===== config.mk =====
export PLATFORM = sky130hd
export DESIGN_NAME = sacr_bank
export DESIGN_NICKNAME = d
export VERILOG_FILES = /design/src/rtl/sacr_pkg.sv /design/src/rtl/sacr_ctl_reg.sv /design/src/rtl/sacr_stat.sv /design/src/rtl/sacr_bank.sv
export SDC_FILE = /design/constraint.sdc
export NUM_CORES = 1
export LEC_CHECK = 0
export BUFFER_PORTS_ARGS = -buffer_cell sky130_fd_sc_hd__buf_4
export CORE_MARGIN = 2
export CORE_UTILIZATION = 40
export DETAILED_ROUTE_END_ITERATION = 6
export PLACE_DENSITY = 0.59
export SYNTH_ARGS = -nofsm -noshare
export SYNTH_HDL_FRONTEND = slang
export SYNTH_SLANG_ARGS = --single-unit

===== constraint.sdc =====
create_clock -name clk -period 2.7 [get_ports clk]
set_clock_uncertainty 0.2 [all_clocks]
set_input_delay 0.135 -clock clk [delete_from_list [all_inputs] [get_ports clk]]
set_output_delay 0.135 -clock clk [all_outputs]
set_load 0.01 [all_outputs]

===== src/rtl/sacr_pkg.sv =====
package sacr_pkg;
    localparam int ADDR_W   = 8;
    localparam int DATA_W   = 8;
    localparam int NUM_TRIP = 4;

    typedef logic [ADDR_W-1:0] addr_t;
    typedef logic [DATA_W-1:0] byte_t;

    typedef enum logic [1:0] {
        OP_NONE,
        OP_LOAD,
        OP_SET,
        OP_CLR
    } op_e;

    localparam addr_t ID_LO_A = 8'h00;
    localparam addr_t ID_HI_A = 8'h01;
    localparam byte_t ID_LO_V = 8'h5a;
    localparam byte_t ID_HI_V = 8'hc3;

    localparam addr_t PHY_A    = 8'h20;
    localparam byte_t PHY_MASK = 8'h01;
    localparam byte_t PHY_RST  = 8'h00;
    localparam addr_t CKQ_A    = 8'h21;
    localparam byte_t CKQ_MASK = 8'h07;
    localparam byte_t CKQ_RST  = 8'h00;
    localparam addr_t STAT_A   = 8'h22;

    localparam int SUSP_BIT = 6;

    // Triplet table: 0 function, 1 interface, 2 auxiliary, 3 power
    function automatic addr_t trip_base(int i);
        case (i)
            0:       return 8'h10;
            1:       return 8'h14;
            2:       return 8'h18;
            default: return 8'h1c;
        endcase
    endfunction

    function automatic byte_t trip_mask(int i);
        case (i)
            0:       return 8'h7f;
            1:       return 8'h9e;
            2:       return 8'h3f;
            default: return 8'h20;
        endcase
    endfunction

    function automatic byte_t trip_rst(int i);
        case (i)
            0:       return 8'h40;
            1:       return 8'h00;
            2:       return 8'h00;
            default: return 8'h20;
        endcase
    endfunction

    function automatic byte_t apply_op(op_e op, byte_t cur, byte_t d, byte_t mask);
        case (op)
            OP_LOAD: return d & mask;
            OP_SET:  return (cur | d) & mask;
            OP_CLR:  return (cur & ~d) & mask;
            default: return cur;
        endcase
    endfunction
endpackage


===== src/rtl/sacr_ctl_reg.sv =====
module sacr_ctl_reg
    import sacr_pkg::*;
#(
    parameter addr_t BASE    = '0,
    parameter byte_t MASK    = '1,
    parameter byte_t RST     = '0,
    parameter bit    ALIASES = 1'b1
) (
    input  logic  clk,
    input  logic  rst,
    input  logic  wr_en,
    input  addr_t addr,
    input  byte_t wdata,
    output byte_t q,
    output logic  hit
);
    localparam addr_t SET_A = addr_t'(BASE + 1);
    localparam addr_t CLR_A = addr_t'(BASE + 2);

    op_e op;

    always_comb begin
        op = OP_NONE;
        if (wr_en) begin
            if (addr == BASE)
                op = OP_LOAD;
            else if (ALIASES && addr == SET_A)
                op = OP_SET;
            else if (ALIASES && addr == CLR_A)
                op = OP_CLR;
        end
    end

    assign hit = (addr == BASE) || (ALIASES && (addr == SET_A || addr == CLR_A));

    always_ff @(posedge clk) begin
        if (rst)
            q <= RST & MASK;
        else
            q <= apply_op(op, q, wdata, MASK);
    end
endmodule


===== src/rtl/sacr_stat.sv =====
module sacr_stat
    import sacr_pkg::*;
(
    input  byte_t phy_q,
    input  byte_t ckq_q,
    input  byte_t fctl_q,
    output byte_t stat
);
    always_comb begin
        stat = '0;
        if (phy_q[0])
            stat[0] = 1'b0;
        else if (ckq_q[0])
            stat[0] = 1'b1;
        else
            stat[0] = fctl_q[SUSP_BIT];
    end
endmodule


===== src/rtl/sacr_bank.sv =====
module sacr_bank
    import sacr_pkg::*;
(
    input  logic       clk,
    input  logic       rst,
    input  logic       rd_en,
    input  logic       wr_en,
    input  logic [7:0] addr,
    input  logic [7:0] wdata,
    output logic [7:0] rdata
);
    byte_t                trip_q   [NUM_TRIP];
    logic  [NUM_TRIP-1:0] trip_hit;
    byte_t                phy_q;
    byte_t                ckq_q;
    logic                 phy_hit;
    logic                 ckq_hit;
    byte_t                stat;
    byte_t                rd_next;

    for (genvar g = 0; g < NUM_TRIP; g++) begin : g_trip
        sacr_ctl_reg #(
            .BASE   (trip_base(g)),
            .MASK   (trip_mask(g)),
            .RST    (trip_rst(g)),
            .ALIASES(1'b1)
        ) u_reg (
            .clk  (clk),
            .rst  (rst),
            .wr_en(wr_en),
            .addr (addr),
            .wdata(wdata),
            .q    (trip_q[g]),
            .hit  (trip_hit[g])
        );
    end

    sacr_ctl_reg #(
        .BASE(PHY_A), .MASK(PHY_MASK), .RST(PHY_RST), .ALIASES(1'b0)
    ) u_phy (
        .clk(clk), .rst(rst), .wr_en(wr_en), .addr(addr), .wdata(wdata),
        .q(phy_q), .hit(phy_hit)
    );

    sacr_ctl_reg #(
        .BASE(CKQ_A), .MASK(CKQ_MASK), .RST(CKQ_RST), .ALIASES(1'b0)
    ) u_ckq (
        .clk(clk), .rst(rst), .wr_en(wr_en), .addr(addr), .wdata(wdata),
        .q(ckq_q), .hit(ckq_hit)
    );

    sacr_stat u_stat (
        .phy_q (phy_q),
        .ckq_q (ckq_q),
        .fctl_q(trip_q[0]),
        .stat  (stat)
    );

    always_comb begin
        rd_next = '0;
        if (addr == ID_LO_A)
            rd_next = ID_LO_V;
        else if (addr == ID_HI_A)
            rd_next = ID_HI_V;
        else if (addr == STAT_A)
            rd_next = stat;
        else if (phy_hit)
            rd_next = phy_q;
        else if (ckq_hit)
            rd_next = ckq_q;
        else begin
            for (int i = 0; i < NUM_TRIP; i++)
                if (trip_hit[i])
                    rd_next = trip_q[i];
        end
    end

    always_ff @(posedge clk) begin
        if (rst)
            rdata <= '0;
        else if (rd_en)
            rdata <= rd_next;
    end
endmodule


# After elaboration in Yosys (flattened, before gate mapping)
# Index checks and enable logic that the tools add are counted.
word_totals:
  reg_bits: 56
  input_bits: 20
  out_inout_bits: 8
  wordCells: 106
classes:
  eq_ne: 34
  n_mux: 37
  bitwise_logic: 13
  reduce_logical: 15
ops:
  columns: ["operator", "count"]
  rows:
  - ["8-bit one-hot mux with 3 select lines", 6]
  - ["8-bit by 5-bit equality test with 1-bit output (second input constant)", 12]
  - ["8-bit 2-to-1 mux", 9]
  - ["2-bit 2-to-1 mux", 16]
  - ["2-bit equality test (second input constant)", 12]
  - ["8-bit by 6-bit equality test with 1-bit output (second input constant)", 3]
  - ["3-bit nonzero test", 6]
  - ["6-bit AND", 2]
  - ["2-bit by 1-bit equality test with 1-bit output (second input constant)", 6]
  - ["6-bit bitwise OR", 2]
  - ["8-bit AND", 1]
  - ["8-bit by 1-bit equality test with 1-bit output (second input constant)", 1]
  - ["8-bit logical NOT", 1]
  - ["1-bit logical OR", 8]
  - ["8-bit NOT", 1]
  - ["8-bit bitwise OR", 1]
  - ["7-bit AND", 1]
  - ["7-bit bitwise OR", 1]
  - ["1-bit 2-to-1 mux", 6]
  - ["3-bit AND", 1]
  - ["3-bit bitwise OR", 1]
  - ["1-bit AND", 1]
  - ["1-bit bitwise OR", 1]

# Depth between registers and ports, before layout
logic_depth:
  ltp_word: 12
  depth_mapped: 6
  mapped_depth_nobuf: 4

# Cells and area by module
# A second synthesis with hierarchy kept.
unflattened:
  hier_cells: 315
  area_unflattened_um2: 2677.6
by_module_without_submodules:
  columns: ["module", "n_inst", "cells_each", "area_each_um2", "seq_area_each_um2"]
  rows:
  - ["sacr_bank", 1, 130, 965.9, 160.2]
  - ["sacr_ctl_reg at g_trip[0].u_reg", 1, 41, 404.1, 140.1]
  - ["sacr_ctl_reg at g_trip[1].u_reg", 1, 42, 385.4, 100.1]
  - ["sacr_ctl_reg at g_trip[2].u_reg", 1, 36, 352.8, 120.1]
  - ["sacr_ctl_reg at u_ckq", 1, 23, 215.2, 60.1]
  - ["sacr_ctl_reg at g_trip[3].u_reg", 1, 18, 150.1, 20.0]
  - ["sacr_ctl_reg at u_phy", 1, 16, 137.6, 20.0]
  - ["sacr_stat", 1, 9, 66.3, 0.0]

# Least setup slack after synthesis
# No wires, ideal clock.
synth_path:
  path_kind: "input to register"
  start: "in addr[5]"
  end: "reg g_trip[0].u_reg.q[0]"
  setup_time_ps: 151
  t_arrival_ps: 1568
  required_time_ps: 2349
  path_slack_ps: 781
  stages: 6
  n_path_buf: 2
  path_cell_list: "or4b_1 > buf_2 > or4_1 > buf_2 > a22oi_1 > a211oi_1"
synth_via:
  elab_chain_len: 7
  elab_cells_between_ends: 12
  classes_between: "6 x eq/ne; 5 x mux; 1 x reduce/logical"
synth_lines:
  columns: ["item", "line_no", "source"]
  rows:
  - ["start: declaration", "sacr_bank.sv:8", "input logic [7:0] addr,"]
  - ["8-bit by 5-bit equality test with 1-bit output", "sacr_ctl_reg.sv:29", "else if (ALIASES && addr == CLR_A)"]
  - ["2-bit 2-to-1 mux", "sacr_ctl_reg.sv:29", null]
  - ["2-bit 2-to-1 mux", "sacr_ctl_reg.sv:27", "else if (ALIASES && addr == SET_A)"]
  - ["2-bit 2-to-1 mux *", "sacr_ctl_reg.sv:25", "if (addr == BASE)"]
  - ["2-bit 2-to-1 mux *", "sacr_ctl_reg.sv:24", "if (wr_en) begin"]
  - ["2-bit equality test / 2-bit by 1-bit equality test with 1-bit output (equally long branches)", "sacr_pkg.sv:60", "case (op)"]
  - ["8-bit one-hot mux with 3 select lines / 3-bit nonzero test (equally long branches)", null, null]
  - ["end signal: assignment", "sacr_ctl_reg.sv:38", "q <= RST & MASK;"]
  - ["end signal: assignment", "sacr_ctl_reg.sv:40", "q <= apply_op(op, q, wdata, MASK);"]
  - ["end: declaration", "sacr_ctl_reg.sv:14", "output byte_t q,"]
# Every way passes the cells marked *; elsewhere a longest branch is shown, timed or not. The select of a mux whose other input is x is not followed.
# A chain may end at the register's enable or synchronous reset.

# Worst setup path after layout
layout_path:
  start: "in addr[6]"
  end: "reg rdata[3]"
layout_via:
  elab_chain_len: 12
  elab_cells_between_ends: 34
  classes_between: "16 x eq/ne; 9 x mux; 9 x reduce/logical"
layout_lines:
  columns: ["item", "line_no", "source"]
  rows:
  - ["8-bit by 5-bit equality test with 1-bit output", "sacr_ctl_reg.sv:34", "assign hit = (addr == BASE) || (ALIASES && (addr == SET_A || addr == CLR_A));"]
  - ["1-bit logical OR (2 in series)", "sacr_ctl_reg.sv:34", null]
  - ["8-bit 2-to-1 mux (4 in series)", "sacr_bank.sv:73", "if (trip_hit[i])"]
  - ["8-bit 2-to-1 mux", "sacr_bank.sv:69", "else if (ckq_hit)"]
  - ["8-bit 2-to-1 mux", "sacr_bank.sv:67", "else if (phy_hit)"]
  - ["8-bit 2-to-1 mux", "sacr_bank.sv:65", "else if (addr == STAT_A)"]
  - ["8-bit 2-to-1 mux", "sacr_bank.sv:63", "else if (addr == ID_HI_A)"]
  - ["8-bit 2-to-1 mux *", "sacr_bank.sv:61", "if (addr == ID_LO_A)"]
  - ["end signal: assignment", "sacr_bank.sv:82", "rdata <= rd_next;"]
  - ["end: declaration", "sacr_bank.sv:10", "output logic [7:0] rdata"]
# Every way passes the cells marked *; elsewhere a longest branch is shown, timed or not.

==> flow_summary.toml <==
[final_layout]
drive_gt1_share_pct = 17.7
antenna_cells = 0
nFillCells = 396
layout_commonest_cell = "dfxtp_1"
nets = 252
syn2layout_area_growth_pct = 27.5
most-common-layout-cells = "31 x dfxtp_1, 30 x buf_4, 26 x nor2_1"

[placed_design]
portBuffers = 27
place.gp.congestion = 0.918
hpwl_um = 3270

[timing]
worst-slew-pin-transition_ps = 566
hold_violations = 0
setup_viol = 0
slew_headroom_pct = 62.2
fin_tns_setup_ps = 0
fin_crit_sh_pct = 88.5
period_needed_ps = 2390
rsz0062_at_grt = "no"
max_freq_mhz = 419
maxSlewViolCount = 0

[min_path]
min_to = "g_trip[0].u_reg.q[6]"
worstHoldStart = "wr_en"
hp-class = "input pin to flop"
holdPathStages = 3

[synthesis]
yosysSeqAreaShare_pct = 38.0
synthCells = 193
ys_ff_latch = 31
synthFlopType = "dfxtp_1"
syn_area_mm2 = 0.00163
synth_mux_area_share_pct = 3.07
synth_xor_area_share_pct = 0.536
synthAdderAreaFrac_pct = 0.613
synth_cell_type_count = 49
synth-simple-area-share_pct = 22.6
synth_compound_area_share_pct = 28.7
synth_edf_count = 0
syn-num-nets = 213
async_reset_ff_share_pct = 0
yosys_warnings = 0
synth_top_family_by_area = "compound AO/OA/AOI/OAI gates"
avgSynthCellArea_um2 = 8.46

[clock_tree]
clock_path_buffers = 2
clk_pin_slew_ps = 70
h-tree-depth = 2
clkSinkCount = 31
cts_tree = "yes"
clkLatencyLatePin_ps = 290
clock-root-buffer = "clkbuf_8"
post-cts-setup-buffers = 0
hold_buffers = 13
ctsResizeCount = 0
numCtsBuffers = 5

[critical_path]
cp_cell_sequence = "dlygate4sd3_1 -> buf_4 -> or4b_1 -> a21oi_1 -> o211ai_1 -> a311oi_1"
startpoint_type = "input pin"
r2r_end = "rdata[5]"
crit_fanout = 7
reg2reg_from = "g_trip[3].u_reg.q[5]"
crit_path_top_delay_cell = "or4b_1"
path_class = "input pin to flop"
crit_required_ps = 2690
critPathArrivalTime_ps = 2380
end_kind = "flop"
slowest_delay_ps = 570
r2r_cells = 4
r2r_slack_ps = 1110

[floorplan]
core_area_mm2 = 0.00397
dieWidth_um = 67.9
chipHeight_um = 67.9
die_area_mm2 = 0.00461
initial_core_util_pct = 41.1
ios = 28
num_rows = 23

[power]
finalPower_uw = 964
power_leakage_nw = 0.759
vdd_drop_max_v = 0.000250
powerDensity_mw_per_mm2 = 463

[detailed_routing]
wl_per_cell_um = 16.1
post_drt_via_cell_ratio = 5.84
dr_total_vias = 1646
drc_errors = 0
routed_wl_um = 4530
drt_iter0_drc = 97
ant_nets = 0
drt-pass1-iter-count = 4

[grt]
gr-usage-met3_pct = 4.93
grt_pass1_vias = 1581
gr-usage-met1_pct = 28.9
antenna_found_initial = 0
grt_use_total_pct = 22.6
gr-total-overflow = 0
grt_start_max_net_pins = 23
grt.busiest_layer = "met2"
grt_util_met2_pct = 38.2
grt_pass1_wl_um = 7700

[run]
drv_cap = 0

[status]
outcome = "finished clean"
[metal layers]
layer	share of wire [%]	vias up
met5	0	-
met4	1.2	0
met1	45	779
met2	46	43
met3	7.1	7
li1	-	817
[flip-flops by register name, summed over array words and instances, names as in the netlist]
register / cells
g_trip.u_reg.q: 19
u_ckq.q: 3
u_phy.q: 1
rdata: 8
[how the worst max path moves through the flow]
stage                  from              endpoint  slack (ps)  depth (start not counted)
finish              addr[6]              rdata[3]         310                          6
global route        addr[6]              rdata[4]         150                          6
CTS                 addr[6]              rdata[3]         340                          6
detailed placement  addr[5]              rdata[3]         540                          5
global placement    addr[5]  g_trip[0].u_reg.q[5]         600                          5
floorplan           addr[5]  g_trip[0].u_reg.q[0]         780                          6
[critical path: cells and delay by family]
kind | cells | cell delay (ps)
simple gates | 1 | 570
compound gates | 3 | 960
buf+inv | 2 | 700
[power by group]
group	leakage, nW	total [mW]	internal (mW)	switching [mW]
sequential	0.251	0.465	0.462	0.00253
combinational	0.462	0.130	0.0569	0.0732
clock	0.0470	0.370	0.200	0.170
total	0.759	0.964	0.719	0.246
[synthesized netlist by cell type (2+ instances only)]
master | count | area [um^2]
dfxtp_1 | 31 | 621
nor2_1 | 26 | 97.6
o21ai_0 | 15 | 75.1
inv_1 | 13 | 48.8
o211ai_1 | 9 | 67.6
a211oi_1 | 7 | 52.6
a22oi_1 | 7 | 52.6
nand2_1 | 6 | 22.5
a311oi_1 | 5 | 43.8
a32o_1 | 5 | 50.1
clkbuf_1 | 5 | 18.8
mux2i_1 | 5 | 50.1
a31oi_1 | 4 | 25.0
buf_2 | 4 | 20.0
nor2b_1 | 4 | 25.0
and4_1 | 3 | 26.3
nand3_1 | 3 | 15.0
nand4_1 | 3 | 18.8
o2bb2ai_1 | 3 | 26.3
or3_1 | 3 | 18.8
nand2b_1 | 2 | 12.5
nor3_1 | 2 | 10.0
nor4_1 | 2 | 12.5
[cells by family (layout without fill, tap and decap cells)]
family                   Yosys count  after routing
buffers and inverters             24             63
AND/OR/NAND/NOR                   67             67
AO/OA/AOI/OAI                     64             64
XOR/XNOR                           1              1
adder cells (fa/ha/maj)            1              1
multiplexers                       5              5
flip-flops                        31             31
[through the flow]
| step | std cells | setup WS [ps] | area (um^2) | utilization (%) | hold WS [ps] |
|---|---|---|---|---|---|
| after floorplan | 193 | 781 | 1630 | - | 34.6 |
| after global placement | 262 | 603 | 1860 | 46.9 | 156 |
| after detailed placement | 262 | 541 | 1860 | 46.9 | 160 |
| after CTS | 282 | 337 | 2080 | 52.4 | 59.9 |
| after global routing | 282 | 149 | 2080 | 52.4 | 103 |
| final | 282 | 311 | 2080 | 52.4 | 62.6 |
[layout make-up]
cell class | instances | area, um^2 | area share [%]
Multi-Input combinational cell | 138 | 907 | 43.6
Timing Repair Buffer | 43 | 355 | 17.1
Inverter | 13 | 48.8 | 2.34
Tap cell | 50 | 62.6 | 3.00
Clock buffer | 6 | 82.6 | 3.97
Clock inverter | 1 | 5.00 | 0.240
Sequential cell | 31 | 621 | 29.8
Power figures use the tool's default switching activity.
